`src/rtl/hdlc_rx_pkg.sv`:
```
package hdlc_rx_pkg;
    localparam int BYTE_W = 8;
    localparam int PART_W = BYTE_W - 1;
    localparam int FLAG_LEN = 8;
    localparam int SPAN_W = $clog2(FLAG_LEN);
    localparam logic [15:0] CRC_INIT = 16'hFFFF;
    localparam logic [15:0] CRC_POLY = 16'h8408;
    localparam logic [15:0] CRC_GOOD = 16'hF0B8;

    typedef enum logic {
        ST_HUNT  = 1'b0,
        ST_FRAME = 1'b1
    } rx_state_e;
endpackage

```
`src/rtl/hdlc_rx_linemon.sv`:
```
module hdlc_rx_linemon #(
    parameter int IDLE_RUN = 15
) (
    input  logic clk,
    input  logic rst_n,
    input  logic bit_en,
    input  logic bit_in,
    output logic ev_flag,
    output logic ev_stuff,
    output logic ev_abort,
    output logic ev_idle,
    output logic ev_ga,
    output logic ev_data
);
    localparam int RUN_W = $clog2(IDLE_RUN + 1);
    localparam logic [RUN_W-1:0] RUN_MAX = RUN_W'(IDLE_RUN);

    logic [RUN_W-1:0] ones_d, ones_q;

    always_comb begin
        ones_d = ones_q;
        if (bit_en) begin
            if (!bit_in) begin
                ones_d = '0;
            end else if (ones_q != RUN_MAX) begin
                ones_d = ones_q + 1'b1;
            end
        end
    end

    always_ff @(posedge clk) begin
        if (!rst_n) begin
            ones_q <= '0;
        end else begin
            ones_q <= ones_d;
        end
    end

    always_comb begin
        ev_flag  = bit_en && !bit_in && (ones_q == RUN_W'(6));
        ev_stuff = bit_en && !bit_in && (ones_q == RUN_W'(5));
        ev_ga    = bit_en && !bit_in && (ones_q == RUN_W'(7));
        ev_abort = bit_en && bit_in && (ones_q == RUN_W'(6));
        ev_idle  = bit_en && bit_in && (ones_q == RUN_W'(IDLE_RUN - 1));
        ev_data  = bit_en && !ev_flag && !ev_stuff && !(bit_in && ones_q >= RUN_W'(6))
                   && !(!bit_in && ones_q >= RUN_W'(7));
    end
endmodule

```
`src/rtl/hdlc_rx_crc_step.sv`:
```
module hdlc_rx_crc_step
    import hdlc_rx_pkg::*;
(
    input  logic [15:0] crc_in,
    input  logic        bit_in,
    output logic [15:0] crc_out
);
    logic fb;

    always_comb begin
        fb      = crc_in[0] ^ bit_in;
        crc_out = {1'b0, crc_in[15:1]} ^ (fb ? CRC_POLY : 16'h0000);
    end
endmodule

```
`src/rtl/hdlc_rx_addr_match.sv`:
```
module hdlc_rx_addr_match #(
    parameter int W = 8
) (
    input  logic [W-1:0] addr_byte,
    input  logic [W-1:0] station,
    input  logic         six_bit,
    output logic         hit
);
    localparam logic [W-1:0] MASK7 = {{(W-1){1'b1}}, 1'b0};
    localparam logic [W-1:0] MASK6 = {{(W-2){1'b1}}, 2'b00};

    logic [W-1:0] mask;

    always_comb begin
        mask = six_bit ? MASK6 : MASK7;
        hit  = (((addr_byte ^ station) & mask) == '0) || (addr_byte == '1);
    end
endmodule

```
`src/rtl/hdlc_rx.sv`:
```
module hdlc_rx
    import hdlc_rx_pkg::*;
#(
    parameter int LEN_W            = 16,
    parameter int MIN_DELIVER_BITS = 24,
    parameter int MIN_GOOD_BITS    = 32,
    parameter int IDLE_RUN         = 15
) (
    input  logic              clk,
    input  logic              rst_n,
    input  logic              bit_en,
    input  logic              bit_in,
    input  logic              transparent,
    input  logic              addr_filter_en,
    input  logic              addr_six_bit,
    input  logic [BYTE_W-1:0] station_addr,
    output logic              out_valid,
    output logic [BYTE_W-1:0] out_data,
    output logic              out_first,
    output logic              out_last,
    output logic              out_fcs_ok,
    output logic              eop_pulse,
    output logic              abort_pulse,
    output logic              idle_pulse,
    output logic              ga_pulse
);
    localparam int BCNT_W = $clog2(BYTE_W);
    localparam logic [BCNT_W-1:0] BCNT_LAST = BCNT_W'(BYTE_W - 1);
    localparam logic [SPAN_W-1:0] DLY_FULL = SPAN_W'(FLAG_LEN - 1);
    localparam logic [LEN_W-1:0] DELIVER_LEN = LEN_W'(MIN_DELIVER_BITS);
    localparam logic [LEN_W-1:0] GOOD_LEN = LEN_W'(MIN_GOOD_BITS);
    localparam logic [LEN_W-1:0] FIRST_BYTE_END = LEN_W'(BYTE_W - 1);

    typedef struct packed {
        rx_state_e          st;
        logic [FLAG_LEN-2:0] dly;
        logic [SPAN_W-1:0]  dcnt;
        logic [PART_W-1:0]  sr;
        logic [BCNT_W-1:0]  bcnt;
        logic [LEN_W-1:0]   nbits;
        logic [15:0]        crc;
        logic [BYTE_W-1:0]  h0;
        logic [BYTE_W-1:0]  h1;
        logic [BYTE_W-1:0]  h2;
        logic [1:0]         hcnt;
        logic               accept;
        logic               emitted;
        logic               trans;
        logic               ov;
        logic [BYTE_W-1:0]  od;
        logic               of;
        logic               ol;
        logic               ok;
        logic               eop;
        logic               ab;
        logic               idl;
        logic               ga;
    } rx_reg_t;

    rx_reg_t d, q;

    logic ev_flag, ev_stuff, ev_abort, ev_idle, ev_ga, ev_data;
    logic asm_bit;
    logic [BYTE_W-1:0] asm_byte;
    logic [15:0] crc_nxt;
    logic addr_hit;
    logic [BCNT_W-1:0] raw_cnt;

    hdlc_rx_linemon #(.IDLE_RUN(IDLE_RUN)) u_linemon (
        .clk     (clk),
        .rst_n   (rst_n),
        .bit_en  (bit_en),
        .bit_in  (bit_in),
        .ev_flag (ev_flag),
        .ev_stuff(ev_stuff),
        .ev_abort(ev_abort),
        .ev_idle (ev_idle),
        .ev_ga   (ev_ga),
        .ev_data (ev_data)
    );

    hdlc_rx_crc_step u_crc (
        .crc_in (q.crc),
        .bit_in (q.dly[FLAG_LEN-2]),
        .crc_out(crc_nxt)
    );

    hdlc_rx_addr_match #(.W(BYTE_W)) u_addr (
        .addr_byte(asm_byte),
        .station  (station_addr),
        .six_bit  (addr_six_bit),
        .hit      (addr_hit)
    );

    assign asm_bit  = transparent ? bit_in : q.dly[FLAG_LEN-2];
    assign asm_byte = {asm_bit, q.sr};
    assign raw_cnt  = q.trans ? q.bcnt : '0;

    always_comb begin
        d     = q;
        d.ov  = 1'b0;
        d.of  = 1'b0;
        d.ol  = 1'b0;
        d.ok  = 1'b0;
        d.eop = 1'b0;
        d.ab  = 1'b0;
        d.idl = 1'b0;
        d.ga  = 1'b0;
        if (bit_en) begin
            d.trans = transparent;
            if (transparent) begin
                // raw packing, framing held in hunt
                d.st   = ST_HUNT;
                d.dcnt = '0;
                if (raw_cnt == BCNT_LAST) begin
                    d.ov   = 1'b1;
                    d.od   = asm_byte;
                    d.bcnt = '0;
                end else begin
                    d.sr   = {bit_in, q.sr[PART_W-1:1]};
                    d.bcnt = raw_cnt + 1'b1;
                end
            end else begin
                if (q.trans) begin
                    d.bcnt = '0;
                end
                d.idl = ev_idle;
                d.ga  = ev_ga;
                if (ev_flag) begin
                    if (q.st == ST_FRAME && q.nbits >= DELIVER_LEN) begin
                        d.eop = 1'b1;
                        if (q.accept) begin
                            d.ov = 1'b1;
                            d.od = q.h2;
                            d.of = !q.emitted;
                            d.ol = 1'b1;
                            d.ok = (q.crc == CRC_GOOD) && (q.bcnt == '0)
                                   && (q.nbits >= GOOD_LEN);
                        end
                    end
                    d.st      = ST_FRAME;
                    d.dcnt    = '0;
                    d.bcnt    = '0;
                    d.nbits   = '0;
                    d.crc     = CRC_INIT;
                    d.hcnt    = '0;
                    d.emitted = 1'b0;
                    d.accept  = 1'b1;
                end else if (ev_abort) begin
                    if (q.st == ST_FRAME && q.nbits >= DELIVER_LEN) begin
                        d.eop = 1'b1;
                        d.ab  = (q.nbits >= GOOD_LEN);
                        if (q.accept) begin
                            d.ov = 1'b1;
                            d.od = q.h2;
                            d.of = !q.emitted;
                            d.ol = 1'b1;
                        end
                    end
                    d.st   = ST_HUNT;
                    d.dcnt = '0;
                end else if (ev_data && q.st == ST_FRAME) begin
                    d.dly = {q.dly[FLAG_LEN-3:0], bit_in};
                    if (q.dcnt != DLY_FULL) begin
                        d.dcnt = q.dcnt + 1'b1;
                    end else begin
                        // oldest delayed bit is now known not to be flag prefix
                        d.crc = crc_nxt;
                        if (q.nbits != '1) begin
                            d.nbits = q.nbits + 1'b1;
                        end
                        if (q.bcnt != BCNT_LAST) begin
                            d.sr   = {asm_bit, q.sr[PART_W-1:1]};
                            d.bcnt = q.bcnt + 1'b1;
                        end else begin
                            d.bcnt = '0;
                            if (q.nbits == FIRST_BYTE_END) begin
                                d.accept = !addr_filter_en || addr_hit;
                            end
                            if (q.hcnt == 2'd3) begin
                                if (q.accept) begin
                                    d.ov      = 1'b1;
                                    d.od      = q.h2;
                                    d.of      = !q.emitted;
                                    d.emitted = 1'b1;
                                end
                            end else begin
                                d.hcnt = q.hcnt + 1'b1;
                            end
                            d.h2 = q.h1;
                            d.h1 = q.h0;
                            d.h0 = asm_byte;
                        end
                    end
                end
            end
        end
    end

    always_ff @(posedge clk) begin
        if (!rst_n) begin
            q        <= '0;
            q.st     <= ST_HUNT;
            q.crc    <= CRC_INIT;
            q.accept <= 1'b1;
        end else begin
            q <= d;
        end
    end

    assign out_valid   = q.ov;
    assign out_data    = q.od;
    assign out_first   = q.of;
    assign out_last    = q.ol;
    assign out_fcs_ok  = q.ok;
    assign eop_pulse   = q.eop;
    assign abort_pulse = q.ab;
    assign idle_pulse  = q.idl;
    assign ga_pulse    = q.ga;
endmodule

```
`config.mk`:
```
export PLATFORM = sky130hd
export DESIGN_NAME = hdlc_rx
export DESIGN_NICKNAME = d
export VERILOG_FILES = /design/src/rtl/hdlc_rx_pkg.sv /design/src/rtl/hdlc_rx_linemon.sv /design/src/rtl/hdlc_rx_crc_step.sv /design/src/rtl/hdlc_rx_addr_match.sv /design/src/rtl/hdlc_rx.sv
export SDC_FILE = /design/constraint.sdc
export NUM_CORES = 1
export LEC_CHECK = 0
export BUFFER_PORTS_ARGS = -buffer_cell sky130_fd_sc_hd__buf_2
export CAP_MARGIN = 15
export CORE_MARGIN = 10
export CORE_UTILIZATION = 30
export DETAILED_ROUTE_END_ITERATION = 10
export PLACE_DENSITY_LB_ADDON = 0.2
export SYNTH_ARGS = -nofsm -noshare
export SYNTH_HDL_FRONTEND = slang
export SYNTH_SLANG_ARGS = --single-unit
```
`constraint.sdc`:
```
create_clock -name clk -period 3.5 [get_ports clk]
set_input_delay 0.35 -clock clk [delete_from_list [all_inputs] [get_ports clk]]
set_output_delay 0.35 -clock clk [all_outputs]
set_load 0.1 [all_outputs]
```
==> results.tsv <==
stage	metric	value	unit
setup_path	data required time of the worst path	3.77	ns
yosys	ys async rst share	0	%
setup_path	Crit Reg-Reg Startpoint	u_linemon.ones_q[0]	
yosys	Post-synth EDFFs	0	
final_layout	post-route insts no fill	814	
cts	CTS buffer count	9	
floorplan	die width	147.5	um
route	residual DRC count	0	
setup_path	Worst Path Max Fanout	9	
timing	final hold violation count	0	
cts	Clock Path Buffers	2	
timing	RSZ-0062 raised after global routing	false	
yosys	Synth area leader	dfxtp_1	
placement	routability congestion estimate	0.8306	
yosys	post-synthesis average cell area	8.361	um^2
yosys	Post-Synth Simple-Gate Area	24.64	%
min_path	hold depth	3	
placement	PortBufs	29	
setup_path	top cell family by delay on the critical path	compound AO/OA/AOI/OAI gates	
final_layout	layout cell share with drive strength beyond 1	11.71	%
floorplan	Initial Utilization	30.69	%
setup_path	Critical Path Source	u_linemon.ones_q[0]	
floorplan	DIE AREA	21750	um^2
final_layout	fin util	34.42	%
global_route	antenna violations before repair	0	
min_path	Hold Crit Class	in2reg	
final_layout	Finished Cell Area	5468	um^2
route	DR pass1 iterations	4	
min_path	Min-Delay Endpoint	abort_pulse	
floorplan	Die Span Y	147.5	um
route	Via Count	4154	
floorplan	FP Rows	46	
yosys	ranking of synthesized cells by area	dfxtp_1 42%, nand2_1 7.0%, a21oi_1 5.4%	
power_and_ir_drop	P_leak	0.001861	uW
setup_path	slowest cell delay on critical path	0.61	ns
setup_path	WP data arrival	2.78	ns
setup_path	CP Buf/Inv Count	1	
route	Via density	5.103	
yosys	warnings from Yosys	0	
placement	DP Wirelength	8682	um
cts	CTS tree	done	
setup_path	CP endpoint kind	flip-flop	
cts	Sink Count	102	
placement	Post-Place Cells	798	
yosys	synth cell count leaders	102 x dfxtp_1, 91 x nand2_1, 53 x a21oi_1, 37 x nor2_1, 29 x o21ai_0	
setup_path	reg2reg end	out_data[6]	
setup_path	reg2reg path depth	7	
yosys	dominant synthesized flop cell	dfxtp_1	
yosys	Syn Inst Count	583	
final_layout	Post-layout nets	621	
timing	Max Slew Vio Count	0	
yosys	Synth Cell Area	4875	um^2
yosys	largest family of logic cells by synthesized area	simple AND/OR/NAND/NOR gates	
route	Post-DRT Antenna Nets	0	
timing	Worst Skew	0.008618	ns
timing	crit share post-route	71.61	%
timing	setup TNS	0	ns
min_path	hold path start	bit_in	
flow_run	max cap viols	0	
setup_path	Worst path slowest cell	nor3_1	
yosys	Post-Synth XOR/XNOR Area	1.797	%
yosys	fraction of the mapped netlist area in compound gates	18.87	%
floorplan	# IOs	31	
yosys	Synth Register Bits	102	
cts	Skew-Pair Late Insertion Delay	0.36	ns
power_and_ir_drop	PwrDens	436.1	nW/um^2
timing	Achievable Freq	399.0	MHz
route	Routed Wire Length	12190	um
yosys	syn_nets	611	
yosys	area fraction of the dominant cell type after synthesis	41.89	%
floorplan	Core Area	15890	um^2
cts	CTS Root Cell	clkbuf_16	
final_layout	Area Growth Syn to Fin	12.17	%
cts	H-tree depth	3	
timing	worst slew pin tran	0.8604	ns
yosys	adder-cell share of the synthesized area	3.337	%
setup_path	CP startpoint kind	flip-flop	
cts	postcts setup bufs	0	
global_route	global-route wire length before repair	20360	um
yosys	most common cell in the synthesized netlist	dfxtp_1	
cts	post-cts resize count	0	
placement	Placement Cell Area	5155	um^2
yosys	synth unique cells	60	
setup_path	R2R Setup Slk	0.99	ns
timing	Min Clock Period, post-route	2.507	ns
global_route	global-route usage over all layers	11.29	%
run_status	outcome	finished clean	
global_route	pin count of the biggest net entering global routing	32	
setup_path	Crit path top cell by count	o211ai_2	
route	initial DRC count	367	
setup_path	CP cell instances	inv_1 > ha_1 > o211ai_2 > o211ai_2 > nor3_1 > o21ai_0 > a311oi_2	
yosys	post-synthesis mux area share	3.696	%
setup_path	critical path class	reg2reg	
timing	final setup violation count	0	
global_route	vias in the first global route	3997	
global_route	total gr overflow	0	
route	wire per inst	14.98	um
timing	Max-slew headroom	42.43	%
power_and_ir_drop	Peak VDD IR	0.2016	mV
cts	number of buffers inserted by hold repair at cts	0	
final_layout	Antenna Cells	0	
yosys	post-synthesis sequential area ratio	41.89	%
cts	Clock Pin Slew Worst Setup and Hold Paths	0.08	ns
-- tightest hold or removal path: stages --
cell	delay, ns
buf_2	0.18
nand3_1	0.11
nor4_1	0.05
-- cells in the final DEF (no fill, tap or decap), types with 3 or more instances in the layout --
master       n
inv_1       19
nor3_1      17
and4_1       4
or3_1        4
a21oi_1     53
ha_1        13
o31ai_1      8
xnor2_1     10
o22ai_1     17
nor2_2       3
dfxtp_1    102
a31oi_1      3
a311oi_1     6
buf_4       10
and2_1       7
nand3_1     22
nand2b_1     7
or4_1        9
nor4_1       8
clkbuf_16    9
nand4b_1     3
nor2_1      37
nand4_1     11
mux2i_1     18
buf_2       29
and3_1       5
o21ai_0     29
nand2_1     91
-- routing by layer --
layer  share of wire [%]  track usage, %  vias up
met1                  48           14.07     1975
li1                    -               -     2110
met3                 2.6           2.289       14
met5                   0               0        -
met4                 1.8           5.401        0
met2                  48           18.24       55
-- cell families after synthesis --
kind of cell,Yosys count
XOR/XNOR,10
buffers and inverters,59
AO/OA/AOI/OAI,140
multiplexers,18
flip-flops,102
adder cells (fa/ha/maj),13
AND/OR/NAND/NOR,241
-- layout make-up --
cell class	instances	area, um^2
fillers	1681	10420
multi-input cells	422	2551
flip-flops and latches	102	2042
well taps	216	270.3
clock buffers	9	225.2
repair buffers	39	220.2
clock inverters	7	87.58
inverters	19	71.32
-- how the worst max path moves through the flow --
stage / to / slack, ns / cells past startpoint
6_report: out_data[6] / 0.99 / 7
4_1_cts: out_data[6] / 0.98 / 7
2_1_floorplan: q[63] / 1.39 / 8
5_1_grt: out_data[4] / 0.76 / 7
3_5_place_dp: out_data[6] / 0.99 / 7
3_3_place_gp: out_data[6] / 1.04 / 7
-- report_power, final --
| group | switching [uW] | internal [uW] |
|---|---|---|
| combinational | 106 | 37.9 |
| sequential | 8.26 | 1170 |
| clock | 492 | 573 |
| total | 606 | 1780 |
-- registers in the layout (all words and copies together) (netlist names) --
name and cells:
q 75, out_data 8, asm_byte 7, u_linemon.ones_q 4
abort_pulse 1, eop_pulse 1, ga_pulse 1, idle_pulse 1
out_fcs_ok 1, out_first 1, out_last 1, out_valid 1
-- stage by stage --
stage | total power, uW | worst slack, ns | hold slack (ns)
final | 2385 | 0.9935 | 0.3731
after global routing | 2471 | 0.7613 | 0.3986
after CTS | 2415 | 0.9780 | 0.3601
after detailed placement | 1349 | 0.9887 | 0.4404
after global placement | 1347 | 1.043 | 0.4364
after floorplan | 1317 | 1.395 | 0.4021
Note: power is estimated with default switching activity, not from simulation.
